[src/rtl/eeprom_pkg.sv]
// Shared types for the two-wire serial byte memory.
// Assumes: bytes are 8 bits and travel MSB first.
package eeprom_pkg;

    // Protocol engine states
    typedef enum logic [2:0] {
        ST_IDLE,   // waiting for START
        ST_RX,     // shifting in a byte
        ST_ACKW,   // byte done, waiting for SCL fall to open ack slot
        ST_ACKH,   // holding ack low, waiting for SCL fall to close it
        ST_TX,     // shifting out a read byte
        ST_MACK,   // master acknowledge slot after a read byte
        ST_SKIP    // not addressed: silent until START/STOP
    } bus_state_t;

    // What the byte being received means
    typedef enum logic [1:0] {
        RX_SEL,    // select byte
        RX_WORD,   // word address
        RX_DATA,   // first write data byte
        RX_EXTRA   // any further write byte (refused)
    } rx_kind_t;

    localparam logic [3:0] DEV_TYPE = 4'b1010;

endpackage

[src/rtl/line_filter.sv]
// Glitch filter for one bus line.
// Does: synchronises the line with two flops, then accepts a new level only
// after it has held for STABLE_CYC consecutive clocks.
// Assumes: STABLE_CYC >= 2; idle level of the line is high.
module line_filter #(
    parameter int STABLE_CYC = 4
) (
    input  logic clk,
    input  logic rst_n,
    input  logic raw_i,
    output logic clean_o
);
    localparam int CW = $clog2(STABLE_CYC + 1);

    logic       meta_q, sync_q;
    logic [CW-1:0] run_q;

    // Two-flop synchroniser
    always_ff @(posedge clk) begin
        if (!rst_n) begin
            meta_q <= 1'b1;
            sync_q <= 1'b1;
        end else begin
            meta_q <= raw_i;
            sync_q <= meta_q;
        end
    end

    // Stability counter: adopt the new level after STABLE_CYC disagreeing clocks
    always_ff @(posedge clk) begin
        if (!rst_n) begin
            clean_o <= 1'b1;
            run_q   <= '0;
        end else if (sync_q == clean_o) begin
            run_q   <= '0;
        end else if (run_q == CW'(STABLE_CYC - 1)) begin
            clean_o <= sync_q;
            run_q   <= '0;
        end else begin
            run_q   <= run_q + 1'b1;
        end
    end


    filt_adopt_chk: assert property (@(posedge clk) disable iff (!rst_n)
        (clean_o != $past(clean_o)) |-> ($past(sync_q) == clean_o));

endmodule

[src/rtl/ee_byte_array.sv]
// Byte storage array.
// Does: one synchronous write port, one combinational read port; every
// location returns to all ones on reset (erased state).
// Assumes: write address and data are stable in the cycle we is high.
module ee_byte_array #(
    parameter int ADDR_W = 8,
    parameter int DATA_W = 8
) (
    input  logic              clk,
    input  logic              rst_n,
    input  logic              we,
    input  logic [ADDR_W-1:0] wr_addr,
    input  logic [DATA_W-1:0] wr_data,
    input  logic [ADDR_W-1:0] rd_addr,
    output logic [DATA_W-1:0] rd_data
);
    localparam int DEPTH = 1 << ADDR_W;

    logic [DATA_W-1:0] cells [DEPTH];

    // Erase on reset, single-location write otherwise
    always_ff @(posedge clk) begin
        if (!rst_n) begin
            for (int i = 0; i < DEPTH; i++) cells[i] <= '1;
        end else if (we) begin
            cells[wr_addr] <= wr_data;
        end
    end

    assign rd_data = cells[rd_addr];

endmodule

[src/rtl/tw_eeprom.sv]
// Two-wire serial byte memory slave (top).
// Does: filters SCL/SDA, detects START/STOP, decodes select byte, word
// address and one write byte, serves reads from an auto-incrementing
// pointer, commits writes after STOP plus a WR_CYC-clock write cycle, and
// honours a write-protect input that blocks or cancels writes.
// Assumes: ADDR_W = 8 (one word-address byte); SDA is open drain outside,
// sda_i is the resolved wire; the master changes SDA only while SCL is low
// except for START/STOP.
module tw_eeprom
    import eeprom_pkg::*;
#(
    parameter int FILT_CYC = 4,
    parameter int WR_CYC   = 250000,
    parameter int ADDR_W   = 8
) (
    input  logic       clk,
    input  logic       rst_n,
    input  logic       scl_i,
    input  logic       sda_i,
    output logic       sda_oe,
    input  logic [2:0] dev_pins,
    input  logic       wp_i
);
    localparam int DW  = 8;
    localparam int WCW = $clog2(WR_CYC + 1);

    // ---------------- line conditioning ----------------
    logic [1:0] raw_lines, clean_lines;
    assign raw_lines = {sda_i, scl_i};

    for (genvar g = 0; g < 2; g++) begin : g_filt
        line_filter #(.STABLE_CYC(FILT_CYC)) u_filt (
            .clk    (clk),
            .rst_n  (rst_n),
            .raw_i  (raw_lines[g]),
            .clean_o(clean_lines[g])
        );
    end

    logic scl_f, sda_f, scl_q, sda_q;
    logic wp_m, wp_s;
    assign scl_f = clean_lines[0];
    assign sda_f = clean_lines[1];

    // Previous filtered levels for edge detection, and WP synchroniser
    always_ff @(posedge clk) begin
        if (!rst_n) begin
            scl_q <= 1'b1;
            sda_q <= 1'b1;
            wp_m  <= 1'b0;
            wp_s  <= 1'b0;
        end else begin
            scl_q <= scl_f;
            sda_q <= sda_f;
            wp_m  <= wp_i;
            wp_s  <= wp_m;
        end
    end

    logic scl_rise, scl_fall, start_det, stop_det;
    assign scl_rise  =  scl_f & ~scl_q;
    assign scl_fall  = ~scl_f &  scl_q;
    assign start_det =  scl_f &  scl_q &  sda_q & ~sda_f;
    assign stop_det  =  scl_f &  scl_q & ~sda_q &  sda_f;

    // ---------------- storage ----------------
    logic [ADDR_W-1:0] ptr, wr_addr;
    logic [DW-1:0]     wr_data, mem_rd;
    logic              mem_we, busy;
    logic [WCW-1:0]    wcnt;

    assign mem_we = busy && (wcnt == '0) && !wp_s;

    ee_byte_array #(.ADDR_W(ADDR_W), .DATA_W(DW)) u_array (
        .clk    (clk),
        .rst_n  (rst_n),
        .we     (mem_we),
        .wr_addr(wr_addr),
        .wr_data(wr_data),
        .rd_addr(ptr),
        .rd_data(mem_rd)
    );

    // ---------------- protocol engine ----------------
    bus_state_t state;
    rx_kind_t   kind;
    logic [2:0] bitcnt;
    logic [7:0] shreg, rx_byte;
    logic       ack_ok, go_read, m_ack, pend, cancel, dev_match;

    assign rx_byte   = {shreg[6:0], sda_f};
    assign dev_match = (rx_byte[7:4] == DEV_TYPE) && (rx_byte[3:1] == dev_pins);

    // Bus protocol, write buffer, write-cycle timer and protect handling
    always_ff @(posedge clk) begin
        if (!rst_n) begin
            state   <= ST_IDLE;
            kind    <= RX_SEL;
            bitcnt  <= '0;
            shreg   <= '0;
            ack_ok  <= 1'b0;
            go_read <= 1'b0;
            m_ack   <= 1'b0;
            sda_oe  <= 1'b0;
            ptr     <= '0;
            wr_addr <= '0;
            wr_data <= '0;
            pend    <= 1'b0;
            cancel  <= 1'b0;
            busy    <= 1'b0;
            wcnt    <= '0;
        end else begin
            // internal write cycle: protect aborts it, expiry ends it
            if (busy) begin
                if (wp_s || wcnt == '0) busy <= 1'b0;
                else                    wcnt <= wcnt - 1'b1;
            end
            if (pend && wp_s) cancel <= 1'b1;

            if (start_det) begin
                state  <= ST_RX;
                kind   <= RX_SEL;
                bitcnt <= '0;
                sda_oe <= 1'b0;
                pend   <= 1'b0;
                cancel <= 1'b0;
            end else if (stop_det) begin
                state  <= ST_IDLE;
                sda_oe <= 1'b0;
                if (pend && !cancel && !wp_s) begin
                    busy <= 1'b1;
                    wcnt <= WCW'(WR_CYC - 1);
                end
                pend   <= 1'b0;
                cancel <= 1'b0;
            end else begin
                unique case (state)
                    ST_RX: if (scl_rise) begin
                        shreg  <= rx_byte;
                        bitcnt <= bitcnt + 1'b1;
                        if (bitcnt == 3'd7) begin
                            state <= ST_ACKW;
                            unique case (kind)
                                RX_SEL: begin
                                    ack_ok  <= dev_match && !busy;
                                    go_read <= rx_byte[0];
                                end
                                RX_WORD: begin
                                    ack_ok <= 1'b1;
                                    ptr    <= rx_byte[ADDR_W-1:0];
                                end
                                RX_DATA: begin
                                    ack_ok  <= 1'b1;
                                    wr_addr <= ptr;
                                    wr_data <= rx_byte;
                                    pend    <= 1'b1;
                                    cancel  <= wp_s;
                                end
                                default: ack_ok <= 1'b0;
                            endcase
                        end
                    end
                    ST_ACKW: if (scl_fall) begin
                        sda_oe <= ack_ok;
                        state  <= ack_ok ? ST_ACKH : ST_SKIP;
                    end
                    ST_ACKH: if (scl_fall) begin
                        bitcnt <= '0;
                        if (kind == RX_SEL && go_read) begin
                            state  <= ST_TX;
                            sda_oe <= ~mem_rd[7];
                            shreg  <= {mem_rd[6:0], 1'b0};
                        end else begin
                            state  <= ST_RX;
                            sda_oe <= 1'b0;
                            unique case (kind)
                                RX_SEL:  kind <= RX_WORD;
                                RX_WORD: kind <= RX_DATA;
                                default: kind <= RX_EXTRA;
                            endcase
                        end
                    end
                    ST_TX: if (scl_fall) begin
                        if (bitcnt == 3'd7) begin
                            sda_oe <= 1'b0;
                            ptr    <= ptr + 1'b1;
                            bitcnt <= '0;
                            state  <= ST_MACK;
                        end else begin
                            sda_oe <= ~shreg[7];
                            shreg  <= {shreg[6:0], 1'b0};
                            bitcnt <= bitcnt + 1'b1;
                        end
                    end
                    ST_MACK: begin
                        if (scl_rise) m_ack <= ~sda_f;
                        if (scl_fall) begin
                            if (m_ack) begin
                                state  <= ST_TX;
                                sda_oe <= ~mem_rd[7];
                                shreg  <= {mem_rd[6:0], 1'b0};
                            end else begin
                                state  <= ST_SKIP;
                            end
                        end
                    end
                    default: ;
                endcase
            end
        end
    end


    stop_release_chk: assert property (@(posedge clk) disable iff (!rst_n)
        stop_det |=> !sda_oe);


    start_rearm_chk: assert property (@(posedge clk) disable iff (!rst_n)
        start_det |=> (state == ST_RX && bitcnt == 3'd0));


    quiet_state_chk: assert property (@(posedge clk) disable iff (!rst_n)
        (state == ST_IDLE || state == ST_SKIP) |-> !sda_oe);


    busy_nack_chk: assert property (@(posedge clk) disable iff (!rst_n)
        (state == ST_ACKW && kind == RX_SEL && busy) |-> !ack_ok);


    wp_abort_chk: assert property (@(posedge clk) disable iff (!rst_n)
        (busy && wp_s) |=> !busy);

endmodule

[config.mk]
export PLATFORM = sky130hd
export DESIGN_NAME = tw_eeprom
export DESIGN_NICKNAME = d
export VERILOG_FILES = /design/src/rtl/eeprom_pkg.sv /design/src/rtl/line_filter.sv /design/src/rtl/ee_byte_array.sv /design/src/rtl/tw_eeprom.sv
export SDC_FILE = /design/constraint.sdc
export NUM_CORES = 2
export LEC_CHECK = 0
export ABC_CLOCK_PERIOD_IN_PS = 5500
export BUFFER_PORTS_ARGS = -buffer_cell sky130_fd_sc_hd__buf_2
export CAP_MARGIN = 20
export CORE_MARGIN = 8
export CORE_UTILIZATION = 55
export CTS_BUF_LIST = sky130_fd_sc_hd__clkbuf_2
export CTS_CLUSTER_DIAMETER = 40
export CTS_CLUSTER_SIZE = 30
export DETAILED_ROUTE_END_ITERATION = 8
export PLACE_DENSITY = 0.75
export SLEW_MARGIN = 20
export SYNTH_ARGS = -nofsm -noshare
export SYNTH_HDL_FRONTEND = slang
export SYNTH_HIERARCHICAL = 1
export SYNTH_SLANG_ARGS = --single-unit
[constraint.sdc]
create_clock -name clk -period 5.5 [get_ports clk]
set_input_delay 0.55 -clock clk [delete_from_list [all_inputs] [get_ports clk]]
set_output_delay 0.55 -clock clk [all_outputs]
set_load 0.03 [all_outputs]
# After elaboration in Yosys (flattened, before gate mapping)
# Memory sizes are Yosys's and may differ from the RTL's. A register that Yosys moved wholly into a read port is not among the register bits.
# Cells that the tools add are included.
[totals]
mem_count = 1
ram_bits = 2048
in_bits = 8
output_inout_bits = 1
elab_cells = 191
register_bits = 81
[classes]
n_reduce_logical = 40
n_bitwise = 19
n_eq_ne = 32
add_sub_neg = 5
muxes = 66
[mem_list]
columns = ["name", "depth", "width", "read_ports", "rd_ports_with_merged_regs", "write_ports", "line_no", "text"]
rows = [
  ["u_array.cells", 256, 8, 1, 1, 256, "ee_byte_array.sv:19", "logic [DATA_W-1:0] cells [DEPTH];"],
]
[op_table]
columns = ["operator", "count"]
rows = [
  ["$mux W8", 16],
  ["$mux W18", 5],
  ["$mux W3", 13],
  ["$pmux W8 S4", 1],
  ["$ne A4 B4 Y1 const B", 7],
  ["$mux W1", 24],
  ["$reduce_and A8 Y1", 3],
  ["$ne A2 B2 Y1 const B", 11],
  ["$logic_not A18 Y1", 1],
  ["$reduce_and A6 Y1", 3],
  ["$sub A18 B1 Y18 const B", 1],
  ["$pmux W8 S2", 1],
  ["$pmux W3 S5", 1],
  ["$eq A3 B2 Y1 const B", 4],
  ["$not A1 Y1", 12],
  ["$reduce_and A4 Y1", 3],
  ["$reduce_and A10 Y1", 1],
  ["$reduce_and A5 Y1", 2],
  ["$add A3 B1 Y3 const B", 3],
  ["$eq A3 B3 Y1 const B", 3],
  ["$pmux W3 S3", 1],
  ["$reduce_or A3 Y1", 3],
  ["$add A8 B1 Y8 const B", 1],
  ["$logic_and A1 B1 Y1", 8],
  ["22 further kinds", 34],
]

# Depth between registers and ports, before layout
[depth]
ltp_word = 8
depth_mapped = 14
ltp_nobuf = 9

# Cells and area by module
# The synthesis kept the hierarchy.
[modules_own_cells]
columns = ["mod", "area_each_um2", "n_inst", "seq_area_each_um2", "cells_per_inst"]
rows = [
  ["ee_byte_array", 95382.7, 1, 61499.0, 6566],
  ["tw_eeprom", 3462.1, 1, 1381.3, 418],
  ["line_filter", 214.0, 2, 120.1, 17],
]

# Worst setup path before layout
# Ideal clock, no wire load.
[synth_timing]
path_kind = "reg2reg"
startpoint = "register wcnt[14]"
endpoint = "memory u_array.cells[184][0], enable pin"
t_required_ns = 5.116
arrival_time_ns = 3.284
n_path_buf = 4
slack_ns = 1.832
period_less_slack_ns = 3.668
stages_incl_launch_ff = 12
path_cell_list = "dfxtp_1 -> or4_4 -> nor3_2 -> nand2_1 -> nor2_1 -> and2_0 -> clkbuf_1 -> buf_2 -> nand3_1 -> clkbuf_1 -> clkbuf_1 -> o21ai_0"
[synth_lines]
columns = ["item", "line_no", "text"]
rows = [
  ["start, declared", "tw_eeprom.sv:70", "logic [WCW-1:0] wcnt;"],
  ["start signal, assigned", "tw_eeprom.sv:116", "else wcnt <= wcnt - 1'b1;"],
  ["start signal, assigned", "tw_eeprom.sv:132", "wcnt <= WCW'(WR_CYC - 1);"],
  ["end, declared", "ee_byte_array.sv:19", ""],
]

==> results.cfg <==
[worst_setup_path]
cp.arrival_ps = 6170
cp.depth = 10
worstRegToRegCells = 10
cp_top_family = simple AND/OR/NAND/NOR gates
rr_startpoint = wcnt[13]
critPathMaxStageDelay_ps = 610
critPathSlowestCell = nand3_4
critPathBufInv = 3
r2r-end = u_array/cells[232][6]
rrSetupSlack_ps = 850
startpoint = wcnt[13]
worstPathCellList = or4_4 -> nor3_2 -> nand2_1 -> nor2_1 -> and2_1 -> buf_4 -> nand3_4 -> buf_4 -> o21ai_0 -> buf_4
critPathKind = register to register
worstSetupEndpointType = register
cp-endpoint = u_array/cells[232][6]
worstPathRequired_ps = 7020
worstSetupStartpointType = register
crit_path_max_fanout = 42
cp_common_cell = buf_4

[floorplan]
die-area_um2 = 194000
io_pins = 9
die_w_um = 441
num_rows = 156
dieHeight_um = 441
start_util_pct = 55.2
core_area_um2 = 180000

[yosys]
muxShareOfSynthArea_pct = 11.8
yosys_register_bits = 2129
synthesis.nets = 7039
synth_fa_ha_area_share_pct = 0.164
postSynthAreaPerCell_um2 = 14.1
synth_seq_area_share_pct = 63.6
synth_compound_area_share_pct = 4.57
synthCells = 7018
yosys_warnings = 6
synth.distinct_cells = 88
synth_xor_area_share_pct = 0.185
netlist_area_um2 = 99300
synth_top_family_by_area = simple AND/OR/NAND/NOR gates
synth-async-reset-ratio_pct = 0
synth_flop_cell = edfxtp_1
synth_edf_count = 2048
synthSimpleGateAreaFrac_pct = 15.9

[pwr]
total_power_mw = 29.3
p_leak_nw = 32.2
ir_drop_mv = 0.219
p_per_area_nw_per_um2 = 276

[global_routing]
grt_pass1_wl_um = 405000
grt_usage_pct = 27.8
grt_pass1_vias = 61500
grt_max_degree = 164
grt-ovfl-total = 0
antenna_found_initial = 9

[outcome]
status = finished clean

[placed_design]
hpwl_um = 171000
gp_congestion = 0.934
placedCellCount = 8973
portBuffers = 8

[timing]
fin_crit_sh_pct = 84.6
max_freq_mhz = 215
layout_min_cycle_time_ps = 4650
slew_viol_final = 0
setup_violations = 0
rsz0062_at_grt = no
final_hold_viol_count = 0
tightest_slew_ps = 1260
fin_skew_ps = 158
maxSlewHeadroom_pct = 15.7
setup_tns_ps = 0

[drt]
drt-total-wl_um = 277000
ant_nets = 0
via_per_inst = 6.71
dr.pass1.iters = 6
post_drt_wl_per_cell_um = 29.1
drc_errors = 0
first_iter_violations = 9370
vias = 63700

[worst_hold_path]
hold_class = input port to register

[finish]
drive_gt1_share_pct = 28.0
multi_input_area_um2 = 32600
nNetsFinal = 6929
seqCellArea_um2 = 63200
fin_cells = 9496
synthToLayoutAreaGrowth_pct = 6.85
n_fill_cell = 13600

[clock_tree]
post-cts-setup-buffer-count = 0
clockRootBuffer = clkbuf_2
cts.clk_slew.worst_paths_ps = 210
htree_levels = 5
cts_buffers = 284
tritoncts = built
clk_latency_ps = 1850
clock-sinks = 2129
post_cts_resized = 0
cts.path.max_buffers = 4

[flow_run]
maxCapViolations = 0
-- per-stage QoR --
step                      util, %  worst slack [ps]  hold WS, ps  area (um2)
after floorplan                 -              1830          386       99300
after global placement       56.8              1070          403      102000
after detailed placement     56.8              1040          410      102000
after CTS                    58.9               906          122      106000
after global routing         58.9               617          326      106000
final                        58.9               849          352      106000
-- registers in the layout, summed over array words and instances, names as in the netlist, 2 cells and up --
name / cells
state: 3
shreg: 8
g_filt.u_filt/run_q: 6
g_filt.u_filt/meta_q: 2
wcnt: 18
u_array/cells: 2048
wr_addr: 8
bitcnt: 3
g_filt.u_filt/sync_q: 2
ptr: 8
kind: 2
wr_data: 8
g_filt.u_filt/clean_o: 2
-- worst min-delay path by stage --
stage,startpoint,endpoint,depth (start not counted)
floorplan,g_filt[0].u_filt/meta_q,g_filt[0].u_filt/sync_q,1
global placement,g_filt[1].u_filt/meta_q,g_filt[1].u_filt/sync_q,1
detailed placement,g_filt[1].u_filt/meta_q,g_filt[1].u_filt/sync_q,1
CTS,dev_pins[2],ack_ok,7
global route,dev_pins[2],ack_ok,7
finish,dev_pins[0],ack_ok,7
-- worst register-to-register path: stages, from the launching register on --
cell and delay [ps]:
dfxtp_1 400, or4_4 540, nor3_2 430, nand2_1 170, nor2_1 490, and2_1 230, buf_4 400, nand3_4 610
buf_4 520, o21ai_0 320, buf_4 220
-- repair_timing --
item | CTS | global route
endpoints found under the setup margin | 0 | 0
hold buffers | 17 | 0
hold endpoints to repair | 1461 | 0
-- layer usage --
layer	part of all wire (%)	global-route usage (%)
met1	37	37.8
met2	46	43.4
met3	12	6.80
met4	4.6	11.7
met5	0.0098	0.0756
-- where the power goes --
part           switching, mW  leakage, nW  internal [mW]
clock network           6.11         2.27           3.52
logic                  0.582         8.56          0.378
registers              0.246         21.3           18.5
-- synthesized netlist by cell type, types with 15 or more instances --
library cell,number,area [um2]
o31ai_1,18,135
clkbuf_1,673,2530
nor4_1,24,150
buf_6,33,372
nor3_1,57,285
o21ai_0,210,1050
nor2b_1,22,138
xnor2_1,18,158
buf_2,59,295
mux2_2,16,180
mux4_2,419,9440
nand3_1,39,195
edfxtp_1,2048,61500
o22ai_1,47,294
a31oi_1,22,138
a21oi_1,156,781
a211oi_1,47,353
buf_4,22,165
dfxtp_1,81,1620
inv_1,15,56.3
or2_2,607,3800
nand2_1,297,1110
a22oi_1,75,563
nor2_1,70,263
o221ai_1,48,420
nand2b_1,70,438
buf_8,15,225
mux2i_1,205,2050
or3_1,1415,8850
-- layout make-up --
class                   count  area share [%]
clock buffers             315            1.49
flip-flops and latches   2129            59.6
repair buffers            417            3.36
diodes                     10          0.0236
well taps                2370            2.80
multi-input cells        4058            30.8
clock inverters           179            1.96
inverters                  18          0.0661
-- layout by cell type (no fill, tap or decap), types with 11 or more instances in the layout --
cell type         n
o221ai_1         48
bufinv_16        34
nand2b_1         69
o2bb2ai_1        11
clkinv_2         19
buf_12           29
dfxtp_1          67
edfxtp_1       2048
o31ai_1          18
ha_1             13
nor2b_1          20
nor3_1           53
mux2i_1         205
nor2_1           64
dlygate4sd3_1    16
inv_8            14
dfxtp_4          13
o22ai_1          47
clkinvlp_4       21
or3_1          1415
clkbuf_2        315
nand2_1         284
inv_1            13
a22oi_1          75
buf_4           362
nor4_1           23
a211oi_1         47
inv_6            36
clkinv_1         29
nand3_1          30
a21oi_1         156
mux2_2           16
xnor2_1          18
o21ai_0         208
a31oi_1          22
mux4_2          419
clkinv_4         23
or2_2           607
-- logic make-up after synthesis --
kind of cell | after synthesis
xor+xnor | 21
mux | 642
flops | 2129
fa+ha+maj | 13
compound gates | 713
simple gates | 2669
buf+inv | 831
(Power assumes the default switching activity.)
